$ cat src/rtl/scfg_pkg.sv
package scfg_pkg;

    localparam int PRI_W = 21;
    localparam int ENH_W = 8;
    localparam int M_W   = 9;
    localparam int A_W   = 4;
    localparam int R_W   = 6;

    localparam int M_LSB = 12;
    localparam int A_LSB = 8;
    localparam int R_LSB = 2;

    localparam int PIN_W = 5;

    typedef struct packed {
        logic [M_W-1:0] m;
        logic [A_W-1:0] a;
        logic [R_W-1:0] r;
    } div_cfg_t;

    typedef struct packed {
        logic sclk;
        logic sdata;
        logic load_n;
        logic sel;
        logic hop;
    } pin_set_t;

    typedef enum logic [1:0] {
        DST_NONE = 2'd0,
        DST_PRI  = 2'd1,
        DST_ENH  = 2'd2
    } shift_dst_t;

    function automatic div_cfg_t unpack_pri(input logic [PRI_W-1:0] w);
        div_cfg_t c;
        c.m = w[M_LSB +: M_W];
        c.a = w[A_LSB +: A_W];
        c.r = w[R_LSB +: R_W];
        return c;
    endfunction

endpackage

$ cat src/rtl/scfg_sync.sv
module scfg_sync #(
    parameter int W      = 5,
    parameter int STAGES = 2
) (
    input  logic         clk,
    input  logic         rst,
    input  logic [W-1:0] d,
    output logic [W-1:0] q
);
    logic [W-1:0] pipe [STAGES];

    always_ff @(posedge clk) begin
        if (rst) begin
            for (int s = 0; s < STAGES; s++) pipe[s] <= '0;
        end else begin
            pipe[0] <= d;
            for (int s = 1; s < STAGES; s++) pipe[s] <= pipe[s-1];
        end
    end

    assign q = pipe[STAGES-1];
endmodule

$ cat src/rtl/scfg_rise.sv
module scfg_rise #(
    parameter int W = 3
) (
    input  logic         clk,
    input  logic         rst,
    input  logic [W-1:0] lvl,
    output logic [W-1:0] rise
);
    logic [W-1:0] prev;

    always_ff @(posedge clk) begin
        if (rst) prev <= '0;
        else     prev <= lvl;
    end

    for (genvar i = 0; i < W; i++) begin : g_edge
        assign rise[i] = lvl[i] & ~prev[i];
    end
endmodule

$ cat src/rtl/scfg_shifter.sv
module scfg_shifter #(
    parameter int W = 8
) (
    input  logic         clk,
    input  logic         rst,
    input  logic         en,
    input  logic         din,
    output logic [W-1:0] q
);
    always_ff @(posedge clk) begin
        if (rst)     q <= '0;
        else if (en) q <= {q[W-2:0], din};
    end
endmodule

$ cat src/rtl/scfg_hold.sv
module scfg_hold #(
    parameter int W = 21
) (
    input  logic         clk,
    input  logic         rst,
    input  logic         load,
    input  logic [W-1:0] d,
    output logic [W-1:0] q
);
    always_ff @(posedge clk) begin
        if (rst)       q <= '0;
        else if (load) q <= d;
    end
endmodule

$ cat src/rtl/scfg_serial_port.sv
module scfg_serial_port
    import scfg_pkg::*;
#(
    parameter int SYNC_STAGES = 2
) (
    input  logic           clk,
    input  logic           rst,
    input  logic           sclk,
    input  logic           sdata,
    input  logic           load_n,
    input  logic           enh_sel,
    input  logic           hop_wr,
    input  logic           direct_mode,
    input  logic           enh_en_n,
    input  logic [M_W-1:0] m_par,
    input  logic [A_W-1:0] a_par,
    input  logic [R_W-1:0] r_par,
    output logic [M_W-1:0] m_cnt,
    output logic [A_W-1:0] a_cnt,
    output logic [R_W-1:0] r_cnt,
    output logic [ENH_W-1:0] enh_q
);
    localparam int EDGE_W = 3;

    pin_set_t   raw_pins;
    pin_set_t   syn_pins;
    logic [PIN_W-1:0] syn_bits;
    logic [EDGE_W-1:0] edge_lvl;
    logic [EDGE_W-1:0] edge_rise;

    logic       load_s;
    logic       sel_s;
    logic       sclk_rise;
    logic       shift_go;
    logic       xfer;
    shift_dst_t dst;

    logic [PRI_W-1:0] pri_q;
    logic [PRI_W-1:0] sec_q;
    logic [ENH_W-1:0] enh_raw;

    div_cfg_t sec_cfg;
    div_cfg_t par_cfg;
    div_cfg_t sel_cfg;
    div_cfg_t out_cfg;

    always_comb begin
        raw_pins.sclk   = sclk;
        raw_pins.sdata  = sdata;
        raw_pins.load_n = load_n;
        raw_pins.sel    = enh_sel;
        raw_pins.hop    = hop_wr;
    end

    scfg_sync #(.W(PIN_W), .STAGES(SYNC_STAGES)) u_sync (
        .clk (clk),
        .rst (rst),
        .d   (raw_pins),
        .q   (syn_bits)
    );

    assign syn_pins = pin_set_t'(syn_bits);
    assign load_s   = syn_pins.load_n;
    assign sel_s    = syn_pins.sel;
    assign edge_lvl = {syn_pins.sclk, syn_pins.load_n, syn_pins.hop};

    scfg_rise #(.W(EDGE_W)) u_rise (
        .clk  (clk),
        .rst  (rst),
        .lvl  (edge_lvl),
        .rise (edge_rise)
    );

    assign sclk_rise = edge_rise[2];
    assign xfer      = edge_rise[1] | edge_rise[0];
    assign shift_go  = sclk_rise & ~load_s;

    always_comb begin
        if (!shift_go)  dst = DST_NONE;
        else if (sel_s) dst = DST_ENH;
        else            dst = DST_PRI;
    end

    scfg_shifter #(.W(PRI_W)) u_pri (
        .clk (clk),
        .rst (rst),
        .en  (dst == DST_PRI),
        .din (syn_pins.sdata),
        .q   (pri_q)
    );

    scfg_shifter #(.W(ENH_W)) u_enh (
        .clk (clk),
        .rst (rst),
        .en  (dst == DST_ENH),
        .din (syn_pins.sdata),
        .q   (enh_raw)
    );

    scfg_hold #(.W(PRI_W)) u_hold (
        .clk  (clk),
        .rst  (rst),
        .load (xfer),
        .d    (pri_q),
        .q    (sec_q)
    );

    always_comb begin
        sec_cfg   = unpack_pri(sec_q);
        par_cfg.m = m_par;
        par_cfg.a = a_par;
        par_cfg.r = r_par;
        sel_cfg   = direct_mode ? par_cfg : sec_cfg;
    end

    always_ff @(posedge clk) begin
        if (rst) begin
            out_cfg <= '0;
            enh_q   <= '0;
        end else begin
            out_cfg <= sel_cfg;
            enh_q   <= enh_en_n ? '0 : enh_raw;
        end
    end

    assign m_cnt = out_cfg.m;
    assign a_cnt = out_cfg.a;
    assign r_cnt = out_cfg.r;
endmodule

$ cat config.mk
export PLATFORM = sky130hd
export DESIGN_NAME = scfg_serial_port
export DESIGN_NICKNAME = d
export VERILOG_FILES = /design/src/rtl/scfg_pkg.sv /design/src/rtl/scfg_sync.sv /design/src/rtl/scfg_rise.sv /design/src/rtl/scfg_shifter.sv /design/src/rtl/scfg_hold.sv /design/src/rtl/scfg_serial_port.sv
export SDC_FILE = /design/constraint.sdc
export NUM_CORES = 1
export LEC_CHECK = 0
export BUFFER_PORTS_ARGS = -buffer_cell sky130_fd_sc_hd__buf_2
export CAP_MARGIN = 20
export CORE_MARGIN = 8
export CORE_UTILIZATION = 30
export DETAILED_ROUTE_END_ITERATION = 10
export GPL_TIMING_DRIVEN = 0
export PLACE_DENSITY = 0.5
export SLEW_MARGIN = 20
export SYNTH_ARGS = -nofsm -noshare
export SYNTH_HDL_FRONTEND = slang
export SYNTH_SLANG_ARGS = --single-unit
$ cat constraint.sdc
create_clock -name clk -period 3.8 [get_ports clk]
set_input_delay 0.57 -clock clk [delete_from_list [all_inputs] [get_ports clk]]
set_output_delay 0.57 -clock clk [all_outputs]
set_load 0.02 [all_outputs]
==> insert_results.sql <==
INSERT INTO impl_metrics (metric_group, metric, value, unit) VALUES
('grt', 'first_pass_grt_wire_length', '9460', 'µm'),
('layout', 'area.growth.synth_to_final', '20.6', '%'),
('placed_design', 'gpl.final_weighted_congestion', '0.666', ''),
('placed_design', 'hpwlAfterDp', '4060', 'µm'),
('routing', 'vias', '1930', ''),
('grt', 'vias_in_the_first_global_route', '1944', ''),
('clock_tree', 'cts_sinks', '88', ''),
('floorplanning', 'initial_utilization', '30.3', '%'),
('grt', 'antenna_violations_before_repair', '0', ''),
('clock_tree', 'post_cts_resize_count', '0', ''),
('grt', 'grtUsageMet3', '3.23', '%'),
('worst_hold_path', 'worstHoldPathType', 'input pin to flop', ''),
('placed_design', 'numPortBuffers', '52', ''),
('clock_tree', 'cts_tree', 'done', ''),
('yosys', 'yosys.cell_types.count', '18', ''),
('yosys', 'synthesis.area_per_instance', '11.3', 'µm²'),
('setup_path', 'r2r_setup_slack', '2.47', 'ns'),
('worst_hold_path', 'hold_path_startpoint', 'hop_wr', ''),
('floorplanning', 'placementRows', '37', ''),
('sta', 'finalSetupTns', '0', 'ns'),
('floorplanning', 'placeableCoreArea', '0.0101', 'mm²'),
('clock_tree', 'cts.reportedPaths.clkPinSlew', '0.08', 'ns'),
('yosys', 'syn-cell-area', '0.00306', 'mm²'),
('routing', 'drt.antenna.violating_nets', '0', ''),
('setup_path', 'worstReg2RegEnd', 'u_hold.q[16]', ''),
('worst_hold_path', 'min_delay_worst_endpoint', 'u_sync.pipe[0][0]', ''),
('placed_design', 'numPlacedInstances', '459', ''),
('sta', 'finClkSkew', '0.0100', 'ns'),
('yosys', 'ys_top_cells_by_area', 'dfxtp_1 (58%), mux2i_1 (21%), nand2b_1 (7.8%), nor2_1 (3.4%), nor2b_1 (2.7%)', ''),
('sta', 'grt_setup_unrepaired', 'false', ''),
('grt', 'grt_max_degree', '14', ''),
('layout', 'layout_common_cells', 'dfxtp_1 (88), mux2i_1 (64), buf_2 (56)', ''),
('clock_tree', 'cts_hold_buf', '0', ''),
('setup_path', 'setup.worst_path.end_class', 'flop', ''),
('setup_path', 'crit_path_max_fanout', '10', ''),
('routing', 'routed_wire_length', '5900', 'µm'),
('power', 'vdd_ir_drop_max', '0.000184', 'V'),
('floorplanning', 'boundaryPins', '55', ''),
('yosys', 'synth-seq-area-share', '57.6', '%'),
('clock_tree', 'clk-insertion-delay-late', '0.36', 'ns'),
('layout', 'post_route_non_filler_standard_cell_count', '475', ''),
('grt', 'grt_most_used_layer', 'met2', ''),
('grt', 'grt_overflow', '0', ''),
('power', 'power-per-cell-area', '460', 'mW/mm²'),
('worst_hold_path', 'worstHoldPathCells', '2', ''),
('routing', 'drt-vias-per-instance', '4.06', ''),
('clock_tree', 'cts_made_buffers', '9', ''),
('grt', 'grt_use_met2', '13.6', '%'),
('layout', 'leading_cell_type_in_the_layout_fill_and_taps_excluded', 'dfxtp_1', ''),
('layout', 'drive_above_1_share', '23.0', '%'),
('yosys', 'yosysWarningCount', '0', ''),
('routing', 'avgRoutedWirePerCell', '12.4', 'µm'),
('yosys', 'synth.ff_latch_count', '88', ''),
('yosys', 'post-synth-top-area-fraction', '57.6', '%'),
('sta', 'setup_viol', '0', ''),
('setup_path', 'cp_data_required_time', '4.03', 'ns'),
('setup_path', 'worst-setup-path-type', 'input pin to flop', ''),
('yosys', 'synth.net_count', '299', ''),
('routing', 'drtIter0Drc', '67', ''),
('grt', 'grt_use_met1', '11.1', '%'),
('setup_path', 'cp_data_arrival_time', '1.72', 'ns'),
('routing', 'residual_drc', '0', ''),
('setup_path', 'timing.rr.start', 'u_sync.pipe[0][7]', ''),
('layout', 'area_taken_by_multi_input_logic_gates', '0.00120', 'mm²'),
('run_status', 'run_status', 'complete, no violations', ''),
('grt', 'grt.total_usage', '9.19', '%'),
('clock_tree', 'htreeDepth', '3', ''),
('sta', 'period_utilization_post_route', '39.2', '%'),
('routing', 'count_of_tritonroute_iterations_in_the_first_routing_pass', '4', ''),
('setup_path', 'start_kind', 'input pin', ''),
('floorplanning', 'chip_height', '117', 'µm');
-- metal layers --
layer / vias to the layer above / wire length [µm]
li1: 1011 / -
met1: 867 / 2740
met2: 37 / 2600
met3: 15 / 377
met4: 0 / 176
met5: - / 0
-- synthesized netlist by cell type --
cell      instances
dfxtp_1          88
mux2i_1          64
nand2b_1         38
nor2_1           28
nor2b_1          13
and2_1            8
clkbuf_1          7
nand2_1           6
buf_2             4
buf_4             4
a21oi_1           3
inv_1             2
a22oi_1           1
and4bb_2          1
buf_6             1
clkbuf_2          1
nor4b_2           1
or4b_1            1
-- where the power goes --
part           total, µW  internal, µW  leakage [µW]  switching, µW
logic                103          47.4      0.000795           55.5
clock network        653           339      0.000103            315
registers            939           935      0.000714           3.91
total               1700          1320       0.00161            374
-- flip-flops by register name, indices dropped and copies added (netlist names) --
register,cells
u_sync.pipe,10
u_hold.q,19
a_cnt,4
u_rise.prev,3
enh_q,8
u_pri.q,21
r_cnt,6
u_enh.q,8
m_cnt,9
-- logic make-up (layout without fill, tap and decap cells) --
kind of cell | count (synthesis) | count (layout) | share of synthesized area [%]
AND/OR/NAND/NOR | 96 | 96 | 17.5
flip-flops | 88 | 88 | 57.6
multiplexers | 64 | 64 | 20.9
buffers and inverters | 19 | 87 | 3.27
AO/OA/AOI/OAI | 4 | 4 | 0.736
-- critical path, cell delays in order --
cell and delay [ns]:
buf_2 0.19, clkbuf_1 0.38, clkbuf_1 0.48, nor2_1 0.10
-- per-stage QoR --
step | hold slack (ns) | setup WS (ns) | utilization [%] | power [µW] | area [µm²]
after CTS | 0.398 | 2.26 | 36.5 | 1730 | 3690
final | 0.417 | 2.31 | 36.5 | 1700 | 3690
after global routing | 0.423 | 2.13 | 36.5 | 1770 | 3690
after detailed placement | 0.424 | 1.87 | 34.6 | 1070 | 3490
after global placement | 0.422 | 1.89 | 34.6 | 1060 | 3490
after floorplan | 0.414 | 2.38 | - | 1030 | 3060
-- worst max-delay path by stage --
stage / start / to / cells past startpoint
floorplan: rst / a_cnt[3] / 4
global placement: rst / a_cnt[3] / 4
detailed placement: rst / u_enh.q[7] / 4
CTS: rst / u_enh.q[7] / 4
global route: rst / u_enh.q[7] / 4
finish: rst / u_enh.q[7] / 4
-- cell type report --
| type | instances | share of cell area, % |
|---|---|---|
| plain buffers | 17 | 2.51 |
| clock buffers | 13 | 4.31 |
| clock inverters | 3 | 1.09 |
| inverters | 2 | 0.204 |
| multi-input cells | 164 | 32.5 |
| flip-flops and latches | 88 | 47.8 |
| well taps | 136 | 4.61 |
| repair buffers | 52 | 7.06 |
Power figures use the tool's default switching activity.
